### src/rtl/gpio_alt_pkg.sv
package gpio_alt_pkg;

  typedef enum logic [1:0] {
    SEL_PIN  = 2'd0,
    SEL_DIR  = 2'd1,
    SEL_DATA = 2'd2,
    SEL_NONE = 2'd3
  } regSel_e;

  typedef struct packed {
    logic wrPin;
    logic wrDir;
    logic wrData;
    logic rdPin;
    logic rdDir;
    logic rdData;
  } busStrobe_t;

endpackage

### src/rtl/gpio_alt_ctrl.sv
module gpio_alt_ctrl
  import gpio_alt_pkg::*;
(
  input  logic [1:0] busAddr,
  input  logic       busWrEn,
  input  logic       busRdEn,
  output busStrobe_t strobe
);

  regSel_e sel;

  always_comb begin
    sel = regSel_e'(busAddr);
    strobe = '0;
    // one strobe at most, by address
    unique case (sel)
      SEL_PIN: begin
        strobe.wrPin = busWrEn;
        strobe.rdPin = busRdEn;
      end
      SEL_DIR: begin
        strobe.wrDir = busWrEn;
        strobe.rdDir = busRdEn;
      end
      SEL_DATA: begin
        strobe.wrData = busWrEn;
        strobe.rdData = busRdEn;
      end
      default: strobe = '0;
    endcase
  end

endmodule

### src/rtl/gpio_alt_pin_mux.sv
module gpio_alt_pin_mux (
  input  logic dirBit,
  input  logic dataBit,
  input  logic pullDisable,
  input  logic sleepReq,
  input  logic ovPullEn,
  input  logic ovPullVal,
  input  logic ovDirEn,
  input  logic ovDirVal,
  input  logic ovValEn,
  input  logic ovValVal,
  input  logic ovInEn,
  input  logic ovInVal,
  output logic padOe,
  output logic padOut,
  output logic padPull,
  output logic padInGate
);

  logic swPull;
  logic driveVal;

  always_comb begin
    // software pull-up only for input, data high, not globally disabled
    swPull = ({dirBit, dataBit, pullDisable} == 3'b010);

    padPull = ovPullEn ? ovPullVal : swPull;

    padOe = ovDirEn ? ovDirVal : dirBit;

    driveVal = ovValEn ? ovValVal : dataBit;
    padOut = padOe & driveVal;

    padInGate = ovInEn ? ovInVal : ~sleepReq;
  end

endmodule

### src/rtl/gpio_alt_datapath.sv
module gpio_alt_datapath
  import gpio_alt_pkg::*;
#(
  parameter int NUM_PINS = 8,
  parameter int SYNC_STAGES = 2
) (
  input  logic                clk,
  input  logic                rstN,
  input  busStrobe_t          strobe,
  input  logic [NUM_PINS-1:0] busWrData,
  output logic [NUM_PINS-1:0] busRdData,
  input  logic                pullDisable,
  input  logic                sleepReq,
  input  logic [NUM_PINS-1:0] ovPullEn,
  input  logic [NUM_PINS-1:0] ovPullVal,
  input  logic [NUM_PINS-1:0] ovDirEn,
  input  logic [NUM_PINS-1:0] ovDirVal,
  input  logic [NUM_PINS-1:0] ovValEn,
  input  logic [NUM_PINS-1:0] ovValVal,
  input  logic [NUM_PINS-1:0] ovToggle,
  input  logic [NUM_PINS-1:0] ovInEn,
  input  logic [NUM_PINS-1:0] ovInVal,
  input  logic [NUM_PINS-1:0] padIn,
  output logic [NUM_PINS-1:0] padOe,
  output logic [NUM_PINS-1:0] padOut,
  output logic [NUM_PINS-1:0] padPull,
  output logic [NUM_PINS-1:0] padInGate,
  output logic [NUM_PINS-1:0] rawIn
);

  localparam int LAST_STAGE = SYNC_STAGES - 1;

  logic [NUM_PINS-1:0] dirReg;
  logic [NUM_PINS-1:0] dataReg;
  logic [NUM_PINS-1:0] dataNext;
  logic [NUM_PINS-1:0] flipMask;
  logic [NUM_PINS-1:0] syncStage [SYNC_STAGES];
  logic [NUM_PINS-1:0] pinSync;

  // direction register
  always_ff @(posedge clk or negedge rstN) begin
    if (!rstN) dirReg <= '0;
    else if (strobe.wrDir) dirReg <= busWrData;
  end

  // both flip sources merge into one mask
  always_comb begin
    flipMask = ovToggle | (strobe.wrPin ? busWrData : '0);
    if (strobe.wrData) dataNext = busWrData ^ ovToggle;
    else               dataNext = dataReg ^ flipMask;
  end

  always_ff @(posedge clk or negedge rstN) begin
    if (!rstN) dataReg <= '0;
    else       dataReg <= dataNext;
  end

  // per-pin override muxes
  for (genvar p = 0; p < NUM_PINS; p++) begin : gPin
    gpio_alt_pin_mux uMux (
      .dirBit     (dirReg[p]),
      .dataBit    (dataReg[p]),
      .pullDisable(pullDisable),
      .sleepReq   (sleepReq),
      .ovPullEn   (ovPullEn[p]),
      .ovPullVal  (ovPullVal[p]),
      .ovDirEn    (ovDirEn[p]),
      .ovDirVal   (ovDirVal[p]),
      .ovValEn    (ovValEn[p]),
      .ovValVal   (ovValVal[p]),
      .ovInEn     (ovInEn[p]),
      .ovInVal    (ovInVal[p]),
      .padOe      (padOe[p]),
      .padOut     (padOut[p]),
      .padPull    (padPull[p]),
      .padInGate  (padInGate[p])
    );
  end

  // unsynchronized tap
  assign rawIn = padIn & padInGate;

  // synchronizer chain
  for (genvar s = 0; s < SYNC_STAGES; s++) begin : gSync
    always_ff @(posedge clk or negedge rstN) begin
      if (!rstN) syncStage[s] <= '0;
      else if (s == 0) syncStage[s] <= rawIn;
      else syncStage[s] <= syncStage[(s == 0) ? 0 : s-1];
    end
  end
  assign pinSync = syncStage[LAST_STAGE];

  // combinational read mux
  always_comb begin
    busRdData = '0;
    if (strobe.rdPin)  busRdData = pinSync;
    if (strobe.rdDir)  busRdData = dirReg;
    if (strobe.rdData) busRdData = dataReg;
  end

  // ---------------- assertions ----------------
  logic [1:0] sinceRst;
  always_ff @(posedge clk or negedge rstN) begin
    if (!rstN) sinceRst <= '0;
    else if (sinceRst != 2'd2) sinceRst <= sinceRst + 2'd1;
  end

  assert_strobe_onehot_R11: assert property (@(posedge clk) disable iff (!rstN)
    $onehot0({strobe.wrPin, strobe.wrDir, strobe.wrData}));

  assert_sync_depth_R8: assert property (@(posedge clk) disable iff (!rstN)
    (SYNC_STAGES == 2 && sinceRst == 2'd2) |-> pinSync == $past(rawIn, 2));

  always @(posedge clk) begin
    if (!rstN) begin
      assert_reset_clear_R9: assert (dirReg == '0 && dataReg == '0);
    end
  end

  for (genvar q = 0; q < NUM_PINS; q++) begin : gChk
    assert_oe_gates_out_R4: assert property (@(posedge clk) disable iff (!rstN)
      !padOe[q] |-> !padOut[q]);

    assert_output_no_pull_R1: assert property (@(posedge clk) disable iff (!rstN)
      (!ovPullEn[q] && dirReg[q]) |-> !padPull[q]);

    assert_toggle_flips_R5: assert property (@(posedge clk) disable iff (!rstN)
      (ovToggle[q] && !strobe.wrData && !strobe.wrPin) |=> dataReg[q] != $past(dataReg[q]));

    assert_pin_zero_keeps_R6: assert property (@(posedge clk) disable iff (!rstN)
      (strobe.wrPin && !busWrData[q] && !ovToggle[q]) |=> $stable(dataReg[q]));

    assert_closed_gate_R7: assert property (@(posedge clk) disable iff (!rstN)
      !padInGate[q] |-> !rawIn[q]);
  end

endmodule

### src/rtl/gpio_alt_port.sv
module gpio_alt_port
  import gpio_alt_pkg::*;
#(
  parameter int NUM_PINS = 8
) (
  input  logic                clk,
  input  logic                rstN,
  input  logic [1:0]          busAddr,
  input  logic                busWrEn,
  input  logic                busRdEn,
  input  logic [NUM_PINS-1:0] busWrData,
  output logic [NUM_PINS-1:0] busRdData,
  input  logic                pullDisable,
  input  logic                sleepReq,
  input  logic [NUM_PINS-1:0] ovPullEn,
  input  logic [NUM_PINS-1:0] ovPullVal,
  input  logic [NUM_PINS-1:0] ovDirEn,
  input  logic [NUM_PINS-1:0] ovDirVal,
  input  logic [NUM_PINS-1:0] ovValEn,
  input  logic [NUM_PINS-1:0] ovValVal,
  input  logic [NUM_PINS-1:0] ovToggle,
  input  logic [NUM_PINS-1:0] ovInEn,
  input  logic [NUM_PINS-1:0] ovInVal,
  input  logic [NUM_PINS-1:0] padIn,
  output logic [NUM_PINS-1:0] padOe,
  output logic [NUM_PINS-1:0] padOut,
  output logic [NUM_PINS-1:0] padPull,
  output logic [NUM_PINS-1:0] padInGate,
  output logic [NUM_PINS-1:0] rawIn
);

  busStrobe_t strobe;

  gpio_alt_ctrl uCtrl (
    .busAddr(busAddr),
    .busWrEn(busWrEn),
    .busRdEn(busRdEn),
    .strobe (strobe)
  );

  gpio_alt_datapath #(.NUM_PINS(NUM_PINS), .SYNC_STAGES(2)) uData (
    .clk        (clk),
    .rstN       (rstN),
    .strobe     (strobe),
    .busWrData  (busWrData),
    .busRdData  (busRdData),
    .pullDisable(pullDisable),
    .sleepReq   (sleepReq),
    .ovPullEn   (ovPullEn),
    .ovPullVal  (ovPullVal),
    .ovDirEn    (ovDirEn),
    .ovDirVal   (ovDirVal),
    .ovValEn    (ovValEn),
    .ovValVal   (ovValVal),
    .ovToggle   (ovToggle),
    .ovInEn     (ovInEn),
    .ovInVal    (ovInVal),
    .padIn      (padIn),
    .padOe      (padOe),
    .padOut     (padOut),
    .padPull    (padPull),
    .padInGate  (padInGate),
    .rawIn      (rawIn)
  );

endmodule

### config.mk
export PLATFORM = sky130hd
export DESIGN_NAME = gpio_alt_port
export DESIGN_NICKNAME = d
export VERILOG_FILES = /design/src/rtl/gpio_alt_pkg.sv /design/src/rtl/gpio_alt_ctrl.sv /design/src/rtl/gpio_alt_pin_mux.sv /design/src/rtl/gpio_alt_datapath.sv /design/src/rtl/gpio_alt_port.sv
export SDC_FILE = /design/constraint.sdc
export NUM_CORES = 1
export LEC_CHECK = 0
export BUFFER_PORTS_ARGS = -buffer_cell sky130_fd_sc_hd__buf_2
export CAP_MARGIN = 20
export CELL_PAD_IN_SITES_DETAIL_PLACEMENT = 0
export CELL_PAD_IN_SITES_GLOBAL_PLACEMENT = 1
export CORE_AREA = 2 2 95 97
export DETAILED_ROUTE_END_ITERATION = 8
export DIE_AREA = 0 0 97 99
export GPL_ROUTABILITY_DRIVEN = 0
export PLACE_DENSITY_LB_ADDON = 0.2
export SYNTH_ARGS = -nofsm -noshare
export SYNTH_HDL_FRONTEND = slang
export SYNTH_SLANG_ARGS = --single-unit
### constraint.sdc
create_clock -name clk -period 1.1 [get_ports clk]
set_input_delay 0.22 -clock clk [delete_from_list [all_inputs] [get_ports clk]]
set_output_delay 0.22 -clock clk [all_outputs]
set_load 0.02 [all_outputs]
Word-level counts from Yosys, hierarchy flattened
Index checks and enable logic that the tools add are counted.
- bits in registers: 32
- input bits: 96
- output and inout bits: 48
- eq/ne operators: 10
- mux-type cells: 43
- bitwise logic cells: 13
- reduce and logical (&&, ||, !) cells: 1
- operator list (cell ; number):
    $mux W8 ; 5
    $mux W1 ; 38
    $eq A3 B2 Y1 const B ; 8
    $xor A8 B8 Y8 ; 2
    $and A1 B1 Y1 ; 8
    $and A8 B8 Y8 ; 1
    $or A8 B8 Y8 ; 1
    $eq A2 B1 Y1 const B ; 1
    $eq A2 B2 Y1 const B ; 1
    $logic_not A2 Y1 ; 1
    $not A1 Y1 ; 1

Depth between registers and ports, before layout
- depth after elaboration: 6
- mapped depth: 5
- depth with buffers taken out: 3

By module
Synthesis repeated with hierarchy kept, for this count alone.
- cell total of the unflattened synthesis: 195
- area, all modules: 2060.7 um^2
- by module, submodules not included (module ; times used ; cells an instance ; area each (um^2) ; seq. area each (um^2)):
    gpio_alt_datapath ; 1 ; 125 ; 1440.1 ; 800.8
    gpio_alt_pin_mux ; 8 ; 8 ; 71.3 ; 0.0
    gpio_alt_ctrl ; 1 ; 6 ; 50.0 ; 0.0

Least setup slack after synthesis
OpenSTA, ideal clock, no wires.
- path type: input -> output
- from: in busAddr[1]
- to: out busRdData[0]
- data arrival time: 1.063 ns
- required time: 0.880 ns
- path slack: -0.183 ns
- stages: 5
- buffers on the path: 2
- path through: buf_4 > nor2b_1 > clkbuf_1 > o2bb2ai_1 > and2_1
- longest elaborated chain between the ends: 5
- elaborated cells on any way between the ends: 9
- classes of those cells: 2 x eq/ne; 6 x mux; 1 x reduce/logical
- ends and longest elaborated chain (what ; RTL line ; text):
    start: declaration ; gpio_alt_port.sv:8 ; input logic [1:0] busAddr,
    $logic_not A2 Y1 ; gpio_alt_ctrl.sv:16 ; unique case (sel)
    $mux W1 ; gpio_alt_ctrl.sv:16 ;
    $mux W8 ; gpio_alt_datapath.sv:96 ; if (strobe.rdPin) busRdData = pinSync;
    $mux W8 ; gpio_alt_datapath.sv:97 ; if (strobe.rdDir) busRdData = dirReg;
    $mux W8 (*) ; gpio_alt_datapath.sv:98 ; if (strobe.rdData) busRdData = dataReg;
    end: declaration ; gpio_alt_port.sv:12 ; output logic [NUM_PINS-1:0] busRdData,
Every way passes the cells marked *; elsewhere a longest branch is shown, timed or not.

Worst setup path after layout
- from: reg uData.dirReg[6]
- to: out padOut[6]
- longest elaborated chain between the ends: 2
- ends and longest elaborated chain (what ; RTL line ; text):
    start: declaration ; gpio_alt_datapath.sv:33 ; logic [NUM_PINS-1:0] dirReg;
    start signal: assignment ; gpio_alt_datapath.sv:43 ; else if (strobe.wrDir) dirReg <= busWrData;
    $mux W1 ; gpio_alt_pin_mux.sv:29 ; padOe = ovDirEn ? ovDirVal : dirBit;
    $and A1 B1 Y1 ; gpio_alt_pin_mux.sv:32 ; padOut = padOe & driveVal;
    end: declaration ; gpio_alt_port.sv:26 ; output logic [NUM_PINS-1:0] padOut,
Every way passes these cells.

==> flow_summary_export.csv <==
group,metric,value,unit
clocking,htreeDepth,2,
synthesis,yosys_register_bits,32,
floorplan,start_util,27.57,%
run_status,status,"finished, violations left",
synthesis,async_reset_ff_share,100.0,%
sta,worst_slack,-382.0,ps
sta,slew_headroom,81.70,%
drt,drc_errors,0,
clocking,insertion_delay,270,ps
pwr,total_power,4.770,mW
pwr,p_seq_share,31.9,%
pwr,powerDensity,1251,nW/um2
synthesis,syn_inst,237,
synthesis,synth_top_area_share,33.97,%
sta,post-route-period-util,134.7,%
global_routing,grt_pass1_vias,2261,
worst_setup_path,cp_max_fo,4,
drt,vias_per_cell,4.436,
drt,antenna_left,0,
pwr,vdd_ir_drop_max,0.0005199,V
drt,routed_wire_length_per_instance,12.85,um
sta,fmax,674.8,MHz
worst_setup_path,critPathRequiredTime,880,ps
worst_setup_path,critical_path_class,"reg2out",
clocking,cts_root_buf,"clkbuf_8",
sta,rsz0062_at_grt,"true",
clocking,cts_buffers,5,
drt,firstDrtPassIters,4,
layout,final_design_area_no_fill,3814,um2
flow_run,maxCapViolations,0,
synthesis,synthSimpleGateAreaFrac,17.62,%
synthesis,synth-compound-area-share,12.90,%
clocking,clock_sinks,32,
clocking,cts_tree,"done",
clocking,clock_path_buffers,2,
global_routing,grt_pass1_wl,10720,um
synthesis,synth_adder_area_share,0,%
synthesis,synth_top_family_by_area,"multiplexers",
pwr,power_frac_clock,20.3,%
global_routing,grt_util_all_layers,13.65,%
sta,clock-skew-final,0.4007,ps
placed_design,dp_hpwl,5016,um
sta,post-route-min-period,1482,ps
synthesis,post_synth.cell_area_avg,9.946,um2
layout,nFillCells,841,
clocking,clkTransAtPathRegs,70,ps
synthesis,synth_edf_count,0,
synthesis,yosys-top-cells-area,"dfrtp_1, buf_4, mux2i_1",
hold_path,hp-class,"in2reg",
drt,detail_route.iter0.violations,52,
floorplan,die_h,99,um
run_status,violations,"negative setup slack",
layout,num-nets-final,490,
layout,drive_gt1_share,68.78,%
synthesis,synth_nets,333,
synthesis,ys_warn_count,0,
floorplan,io_pins,144,
synthesis,synth-xor-area-share,1.486,%
floorplan,num_rows,34,
worst_setup_path,cp.arrival,1260,ps
pwr,intPower,3.237,mW
floorplan,dieWidth,97,um
pwr,comb_power_share,47.8,%
pwr,switching_share,32.14,%
global_routing,overflow,0,
synthesis,synth.area.mux_share,20.75,%
sta,worst_pin_slew,272.8,ps
synthesis,synth-main-ff-cell,"dfrtp_1",
sta,drv_slew,0,
worst_setup_path,critPathCaptureType,"output port",
synthesis,seq_area_frac_synth,33.97,%
global_routing,grt_max_degree,33,
synthesis,netlist_area,2357,um2
sta,setup_viol,35,
floorplan,dieArea,9603,um2
floorplan,coreArea,8551,um2
synthesis,synth_cell_type_count,31,
layout,area_delta_synth_final,61.78,%
layout,num_antenna_cells,0,
synthesis,synth_top_area_cell,"dfrtp_1",
placed_design,io_buffers,143,
drt,vias,2227,
placed_design,placed_area,3288,um2
global_routing,antenna_found_initial,0,
sta,timing_hold_violations_final,0,
pwr,power_leakage,2.008,nW
drt,totalWireLength,6451,um
worst_setup_path,worstSetupStartpointType,"flop",
pwr,p_switching,1.533,mW
## worst max-delay path, cell delays in order (launching register included)
cell and delay, ps:
dfrtp_2 440, mux2_4 290, and2_4 140, buf_6 120
## repair_timing
action | in CTS | in global routing
pin swaps | 25 | 15
hold endpoints to repair | 32 | 0
endpoints found under the setup margin | 44 | 47
buffers inserted | 9 | 3
gates resized for setup | 79 | 42
hold buffers | 1 | 0
## routing by layer
| metal | vias up | part of all wire [%] | global-route usage, % |
|---|---|---|---|
| met5 | - | 0 | 0 |
| met4 | 0 | 0.16 | 2.600 |
| met3 | 2 | 6.6 | 3.546 |
| met2 | 96 | 51 | 24.15 |
| met1 | 1009 | 42 | 16.94 |
| li1 | 1120 | - | - |
## synth_stat cells (all sizes together) (4+ instances only)
cell type   n
and3        5
buf        38
mux2       23
nand2      26
a211oi     10
dfrtp      32
o2bb2ai     8
o21ai      16
xor2        4
nand2b      5
and2       25
mux2i      20
nor2        6
## power by group through the flow
| stage | clock (mW) | combinational (mW) | sequential, mW |
|---|---|---|---|
| 2_1_floorplan | 0 | 1.28 | 1.53 |
| 3_3_place_gp | 0 | 1.76 | 1.54 |
| 3_5_place_dp | 0 | 1.78 | 1.54 |
| 4_1_cts | 1.02 | 2.16 | 1.51 |
| 5_1_grt | 1.07 | 2.46 | 1.55 |
| 6_report | 0.969 | 2.28 | 1.52 |
## flip-flops by register name, indices dropped and copies added (netlist names)
signal           count
uData.dirReg         8
uData.pinSync        8
uData.syncStage      8
uData.dataReg        8
## cell type report
| cell class | instances | area (um2) | share of cell area (%) |
|---|---|---|---|
| timing repair buffer | 190 | 1319 | 34.58 |
| clock buffer | 7 | 96.34 | 2.526 |
| tap | 108 | 135.1 | 3.543 |
| inverter | 2 | 7.507 | 0.1969 |
| multi-input combinational | 163 | 1450 | 38.02 |
| sequential | 32 | 805.8 | 21.13 |
## worst paths after layout
kind / from / to / slack [ps] / cells past startpoint
max: uData.dirReg[6] / padOut[6] / -380 / 3
min: busWrData[0] / uData.dirReg[0] / 210 / 2
max reg2reg: uData.dataReg[5] / uData.dataReg[5] / -150 / 4
min reg2reg: uData.syncStage[8] / uData.pinSync[0] / 350 / 0
max in group asynchronous: rstN / uData.dataReg[5] / 480 / 3
min in group asynchronous: rstN / uData.dataReg[2] / 420 / 3
## logic make-up (layout without fill, tap and decap cells)
| kind of cell | after synthesis | count (layout) |
|---|---|---|
| buffers and inverters | 42 | 199 |
| xor gates and xnor gates | 4 | 4 |
| and+or+nand+nor | 73 | 73 |
| DFF | 32 | 32 |
| AOI/OAI and AO/OA | 43 | 43 |
| muxes | 43 | 43 |
## placed cells by master, fill, tap and decap left out, types with 3 or more instances in the layout
cell type | netlist | layout
o2bb2ai_1 | 8 | 5
buf_4 | 33 | 52
mux2_4 | 8 | 23
xor2_1 | 4 | 4
nand2b_1 | 5 | 5
and3_1 | 5 | 5
mux2i_1 | 20 | 18
a211oi_1 | 10 | 8
o21ai_2 | 0 | 8
clkbuf_8 | 0 | 7
o21ai_1 | 0 | 6
nor2_1 | 6 | 6
o2bb2ai_2 | 0 | 3
nand2_1 | 26 | 26
and2_4 | 0 | 23
buf_6 | 4 | 32
buf_2 | 1 | 102
dfrtp_2 | 0 | 4
dfrtp_1 | 32 | 28
## metrics by stage
stage	worst slack, ps	std cells	hold slack, ps	utilization, %	setup TNS (ps)
3_3_place_gp	-236.1	483	197.9	38.45	-5771
2_1_floorplan	-34.60	237	-75.59	-	-340.7
5_1_grt	-440.2	502	201.7	44.60	-12390
4_1_cts	-393.9	499	205.7	42.76	-10430
6_report	-382.0	502	214.1	44.60	-9877
3_5_place_dp	-263.2	483	197.1	38.45	-6090
(Power assumes the default switching activity.)
